## src/rtl/gpstb_pkg.sv

```systemverilog
package gpstb_pkg;
  typedef enum logic [1:0] {
    MODE_OFF  = 2'b00,
    MODE_RD   = 2'b01,
    MODE_WR   = 2'b10,
    MODE_OFF2 = 2'b11
  } gp_mode_e;

  localparam int unsigned CTRL_MODE_LSB = 3;
  localparam int unsigned CTRL_DRV_BIT  = 2;
endpackage

```

## src/rtl/gpstb_regs.sv

```systemverilog
module gpstb_regs #(
  parameter int unsigned DATA_W    = 16,
  parameter int unsigned IDX_W     = 8,
  parameter int unsigned CTRL_W    = 8,
  parameter int unsigned XDATA_IDX = 10,
  parameter int unsigned XCTRL_IDX = 11
) (
  input  logic              clk_i,
  input  logic              rst_ni,
  input  logic              port_i,
  input  logic [DATA_W-1:0] wdata_i,
  input  logic              iow_ni,
  output logic [IDX_W-1:0]  idx_q,
  output logic [CTRL_W-1:0] ctrl_q,
  output logic [DATA_W-1:0] shadow_q
);
  logic              iow_q;
  logic              port_c;
  logic [DATA_W-1:0] wd_c;
  logic              wr_done;

  // commit on first sample of the released write pulse
  assign wr_done = !iow_q && iow_ni;

  always_ff @(posedge clk_i or negedge rst_ni) begin
    if (!rst_ni) begin
      iow_q    <= 1'b1;
      port_c   <= 1'b0;
      wd_c     <= '0;
      idx_q    <= '0;
      ctrl_q   <= '0;
      shadow_q <= '0;
    end else begin
      iow_q <= iow_ni;
      if (!iow_ni) begin
        port_c <= port_i;
        wd_c   <= wdata_i;
      end
      if (wr_done) begin
        if (!port_c) begin
          idx_q <= wd_c[IDX_W-1:0];
        end else if (idx_q == IDX_W'(XDATA_IDX)) begin
          shadow_q <= wd_c;
        end else if (idx_q == IDX_W'(XCTRL_IDX)) begin
          ctrl_q <= wd_c[CTRL_W-1:0];
        end
      end
    end
  end
endmodule

```

## src/rtl/gpstb_strobe.sv

```systemverilog
module gpstb_strobe
  import gpstb_pkg::*;
(
  input  gp_mode_e mode_i,
  input  logic     drv_pp_i,
  input  logic     hit_i,
  input  logic     iow_ni,
  input  logic     ior_ni,
  output logic     stb_o,
  output logic     stb_oe_o
);
  logic active;

  always_comb begin
    unique case (mode_i)
      MODE_WR: active = hit_i && !iow_ni;
      MODE_RD: active = hit_i && !ior_ni;
      default: active = 1'b0;
    endcase
  end

  always_comb begin
    if (drv_pp_i) begin
      stb_oe_o = 1'b1;
      stb_o    = !active;
    end else begin
      stb_oe_o = active;
      stb_o    = 1'b0;
    end
  end
endmodule

```

## src/rtl/gpstb_rdmux.sv

```systemverilog
module gpstb_rdmux
  import gpstb_pkg::*;
#(
  parameter int unsigned DATA_W    = 16,
  parameter int unsigned IDX_W     = 8,
  parameter int unsigned CTRL_W    = 8,
  parameter int unsigned XDATA_IDX = 10,
  parameter int unsigned XCTRL_IDX = 11,
  localparam int unsigned NLANE    = DATA_W / 8
) (
  input  logic              port_i,
  input  logic              ior_ni,
  input  logic              hit_i,
  input  gp_mode_e          mode_i,
  input  logic [IDX_W-1:0]  idx_i,
  input  logic [CTRL_W-1:0] ctrl_i,
  input  logic [DATA_W-1:0] shadow_i,
  output logic [DATA_W-1:0] rdata_o,
  output logic [NLANE-1:0]  rd_be_o
);
  logic [DATA_W-1:0] val;
  logic              rd_act;
  logic              ext_rd;
  logic [NLANE-1:0]  lane_en;

  assign rd_act = !ior_ni;
  // external buffer owns the top lane during a read strobe
  assign ext_rd = (mode_i == MODE_RD) && hit_i;

  always_comb begin
    val = '0;
    if (!port_i) begin
      val[IDX_W-1:0] = idx_i;
    end else if (idx_i == IDX_W'(XDATA_IDX)) begin
      val = shadow_i;
    end else if (idx_i == IDX_W'(XCTRL_IDX)) begin
      val[CTRL_W-1:0] = ctrl_i;
    end
  end

  for (genvar g = 0; g < NLANE; g++) begin : g_lane
    if (g == NLANE - 1) begin : g_ext
      assign lane_en[g] = rd_act && !ext_rd;
    end else begin : g_int
      assign lane_en[g] = rd_act;
    end
    assign rdata_o[g*8 +: 8] = lane_en[g] ? val[g*8 +: 8] : 8'h00;
  end

  assign rd_be_o = lane_en;
endmodule

```

## src/rtl/gpstb_port_ctrl.sv

```systemverilog
module gpstb_port_ctrl
  import gpstb_pkg::*;
#(
  parameter int unsigned DATA_W    = 16,
  parameter int unsigned IDX_W     = 8,
  parameter int unsigned CTRL_W    = 8,
  parameter int unsigned XDATA_IDX = 10,
  parameter int unsigned XCTRL_IDX = 11,
  localparam int unsigned NLANE    = DATA_W / 8
) (
  input  logic              clk_i,
  input  logic              rst_ni,
  input  logic              port_i,
  input  logic [DATA_W-1:0] wdata_i,
  input  logic              iow_ni,
  input  logic              ior_ni,
  output logic [DATA_W-1:0] rdata_o,
  output logic [NLANE-1:0]  rd_be_o,
  output logic              stb_o,
  output logic              stb_oe_o
);
  logic [IDX_W-1:0]  idx_q;
  logic [CTRL_W-1:0] ctrl_q;
  logic [DATA_W-1:0] shadow_q;
  gp_mode_e          mode_w;
  logic              drv_pp_w;
  logic              hit_w;

  assign mode_w   = gp_mode_e'(ctrl_q[CTRL_MODE_LSB +: 2]);
  assign drv_pp_w = ctrl_q[CTRL_DRV_BIT];
  assign hit_w    = port_i && (idx_q == IDX_W'(XDATA_IDX));

  gpstb_regs #(
    .DATA_W(DATA_W), .IDX_W(IDX_W), .CTRL_W(CTRL_W),
    .XDATA_IDX(XDATA_IDX), .XCTRL_IDX(XCTRL_IDX)
  ) regs_i (
    .clk_i   (clk_i),
    .rst_ni  (rst_ni),
    .port_i  (port_i),
    .wdata_i (wdata_i),
    .iow_ni  (iow_ni),
    .idx_q   (idx_q),
    .ctrl_q  (ctrl_q),
    .shadow_q(shadow_q)
  );

  gpstb_strobe strobe_i (
    .mode_i  (mode_w),
    .drv_pp_i(drv_pp_w),
    .hit_i   (hit_w),
    .iow_ni  (iow_ni),
    .ior_ni  (ior_ni),
    .stb_o   (stb_o),
    .stb_oe_o(stb_oe_o)
  );

  gpstb_rdmux #(
    .DATA_W(DATA_W), .IDX_W(IDX_W), .CTRL_W(CTRL_W),
    .XDATA_IDX(XDATA_IDX), .XCTRL_IDX(XCTRL_IDX)
  ) rdmux_i (
    .port_i  (port_i),
    .ior_ni  (ior_ni),
    .hit_i   (hit_w),
    .mode_i  (mode_w),
    .idx_i   (idx_q),
    .ctrl_i  (ctrl_q),
    .shadow_i(shadow_q),
    .rdata_o (rdata_o),
    .rd_be_o (rd_be_o)
  );
endmodule

```

## config.mk

```make
export PLATFORM = sky130hd
export DESIGN_NAME = gpstb_port_ctrl
export DESIGN_NICKNAME = d
export VERILOG_FILES = /design/src/rtl/gpstb_pkg.sv /design/src/rtl/gpstb_regs.sv /design/src/rtl/gpstb_strobe.sv /design/src/rtl/gpstb_rdmux.sv /design/src/rtl/gpstb_port_ctrl.sv
export SDC_FILE = /design/constraint.sdc
export NUM_CORES = 1
export LEC_CHECK = 0
export BUFFER_PORTS_ARGS = -buffer_cell sky130_fd_sc_hd__buf_2
export CAP_MARGIN = 10
export CORE_UTILIZATION = 30
export DETAILED_ROUTE_END_ITERATION = 8
export PLACE_DENSITY = 0.51
export SYNTH_ARGS = -nofsm -noshare
export SYNTH_HDL_FRONTEND = slang
export SYNTH_HIERARCHICAL = 1
export SYNTH_SLANG_ARGS = --single-unit
```

## constraint.sdc

```tcl
create_clock -name clk_i -period 2.54 [get_ports clk_i]
set_clock_uncertainty 0.15 [all_clocks]
set_input_delay 0.381 -clock clk_i [delete_from_list [all_inputs] [get_ports clk_i]]
set_output_delay 0.381 -clock clk_i [all_outputs]
set_load 0.02 [all_outputs]
```

==> flow_summary.json <==
{
  "status": "completed",
  "synth_seq_area_share": 0.519,
  "synth_area_leader_cell": "dfrtp_1",
  "fmax_mhz": 411,
  "multi_input_area_sq_um": 1060,
  "power_density_nw_per_um2": 623,
  "ys_top_cells_by_area": "dfrtp_1 51%, mux2_2 21%, mux2_4 6.2%",
  "num_vias": 1527,
  "max_stage_delay_ns": 0.47,
  "n_antenna_cell": 0,
  "cts_buffer_depth": 2,
  "clk_latency_ns": 0.29,
  "cts_tree": "built",
  "place_congestion": 0.683,
  "hold_class": "in2reg",
  "design_area_sq_um": 2860,
  "ys_warn_count": 6,
  "synth_cell_types": 33,
  "synth_fa_ha_area_frac": 0.00519,
  "cp_cell_sequence": "nor4_4, nand4b_4, a221oi_2, buf_2",
  "htree_num_levels": 2,
  "n_fill_cell": 786,
  "synthXorXnorAreaFrac": 0,
  "initial_core_util": 0.310,
  "synth_top_flop_cell": "dfrtp_1",
  "cts_sinks": 50,
  "dieArea_sq_um": 8400,
  "rsz0062_at_grt": "no",
  "finalCritPeriodShare": 0.958,
  "io_pins": 41,
  "seqCellArea_sq_um": 1260,
  "ir_worst_vdd_mv": 0.265,
  "die_h_microns": 91.7,
  "placeableCoreArea_sq_um": 7770,
  "synthTopCellsByCount": "49 x dfrtp_1, 45 x mux2_2, 13 x inv_1",
  "synthCells": 166,
  "hpwl_microns": 3620,
  "port_buffers": 40,
  "cp_max_fo": 9,
  "period_needed_ns": 2.43,
  "synth-simple-area-share": 0.109,
  "grt_first_pass_wirelength_microns": 8720,
  "nets": 238,
  "first_iter_violations": 60,
  "synth_mux_area_frac": 0.281,
  "post-synth-top-count-cell": "dfrtp_1",
  "required_ns": 2.01,
  "maxCapViolCount": 0,
  "final-hold-violation-count": 0,
  "syn_avg_cell_area_sq_um": 14.5,
  "synth-seq-cells": 50,
  "postRouteAntennaNets": 0,
  "clkTransAtPathRegs_ns": 0.09,
  "synth_top_area_share": 0.509,
  "crit_type": "reg2out",
  "vias_per_cell": 4.79,
  "die_x_microns": 91.7,
  "async_flop_share": 1.00,
  "final_util": 0.368,
  "num_rows": 32,
  "synth_compound_area_frac": 0.0436,
  "overflow": 0,
  "setup_viol": 0,
  "cp-start-kind": "register",
  "grt_max_degree": 28,
  "drt_first_pass_iters": 4,
  "max-slew-margin-rel": 0.577,
  "synth_edf_count": 0,
  "placed_area_sq_um": 2740,
  "cp-end-kind": "output port",
  "wl_microns": 5250,
  "fin_tns_setup_ns": 0,
  "cts_root_buf": "clkbuf_8",
  "route.detailed.drc": 0,
  "track_usage": 0.138,
  "cts_buffers": 5,
  "tightest_slew_ns": 0.635,
  "power_leakage_nw": 1.35,
  "grt_pass1_vias": 1604,
  "synth_area_sq_um": 2410,
  "wl_per_cell_microns": 16.5,
  "drv_slew": 0,
  "drive_above_1_share": 0.581,
  "syn_to_final_growth_pct": 18.5,
  "p_total_mw": 1.78,
  "antenna_found_initial": 0,
  "synth_top_family_by_area": "multiplexers",
  "syn-num-nets": 188,
  "critPathArrivalTime_ns": 1.90,
  "timing.hold.ws_ns": 0.148,
  "critical_path.slowest_cell": "dfrtp_2"
}
## layer usage
| layer | track usage | up-vias | routed length [microns] |
|---|---|---|---|
| li1 | - | 707 | - |
| met1 | 0.195 | 771 | 2590 |
| met2 | 0.215 | 47 | 2370 |
| met3 | 0.0290 | 2 | 264 |
| met4 | 0.0357 | 0 | 27 |
| met5 | 0 | - | 0 |
## stage by stage
step	setup WS, ns	std cells
2_1_floorplan	0.445	166
3_3_place_gp	0.292	308
3_5_place_dp	0.279	308
4_1_cts	0.000289	317
5_1_grt	0.00197	319
6_report	0.107	319
## power breakdown
part           switching [mW]  leakage (nW)  internal [mW]
sequential              0.102         0.634          0.891
combinational           0.152         0.675          0.187
clock                   0.251        0.0395          0.196
total                   0.505          1.35           1.27
## sequential cells by signal, summed over array words and instances (netlist names)
signal	cells
regs_i/shadow_q	16
regs_i/wd_c	16
regs_i/ctrl_q	8
regs_i/idx_q	8
regs_i/iow_q	1
regs_i/port_c	1
## critical path: cells and delay by family (launching register included)
family,cells,cell delay [ns]
and+or+nand+nor,2,0.59
buffers and inverters,1,0.21
DFF,1,0.47
AOI/OAI and AO/OA,1,0.34
## cells by family (layout without fill, tap and decap cells)
family,after synthesis,count (layout)
buf+inv,20,71
mux,57,57
simple gates,27,27
fa+ha+maj,1,1
flops,50,50
compound gates,11,11
## layout make-up
type                            instances  area share
Clock buffer                            8      0.0280
Sequential cell                        50       0.440
Timing Repair Buffer                   50      0.0986
Tap cell                              102      0.0447
Multi-Input combinational cell         96       0.371
Inverter                               13      0.0171
## layout by cell type, fill, tap and decap left out
cell           Yosys  final
dfrtp_2            0      4
dfstp_2            1      1
a31o_1             1      1
buf_6              2      1
nor3b_1            1      1
mux2_2            45     45
inv_1             13     13
nand3_4            1      1
dfrtp_1           49     45
clkbuf_1           1      3
a31oi_1            1      1
nor2b_1            1      1
nor3_1             8      8
nor3b_4            1      1
ha_1               1      1
a221oi_2           1      1
nor3b_2            1      1
buf_2              2     40
mux2_1             1      1
nor4b_2            2      2
nor4_4             1      1
nand3b_1           3      3
mux2_4            10     10
nand3_2            1      1
nand4b_4           1      1
buf_4              2      8
nor2_1             1      1
nor4bb_1           1      1
mux2i_1            1      1
and4b_2            0      2
dlygate4sd3_1      0      1
a32o_1             7      7
and2_1             1      1
o21ai_0            1      1
clkbuf_8           0      5
and4bb_2           1      1
## repair_timing
action                                  4_1_cts  5_1_grt
resized for setup                             0        7
pin swaps                                     1        1
buffers inserted                              0        2
hold buffers                                  1        0
hold endpoints to repair                     25        0
endpoints found under the setup margin        2       16
## final timing paths
check | slack [ns] | cells after the start | start | to
hold / removal | 0.15 | 1 | iow_ni | regs_i/iow_q
setup reg to reg | 0.54 | 4 | regs_i/idx_q[0] | regs_i/shadow_q[8]
min in group asynchronous | 0.49 | 2 | rst_ni | regs_i/ctrl_q[7]
setup / recovery | 0.11 | 4 | regs_i/idx_q[5] | rdata_o[0]
max in group asynchronous | 1.04 | 3 | rst_ni | regs_i/iow_q
hold reg to reg | 0.36 | 1 | regs_i/shadow_q[4] | regs_i/shadow_q[4]
Power figures use the tool's default switching activity.
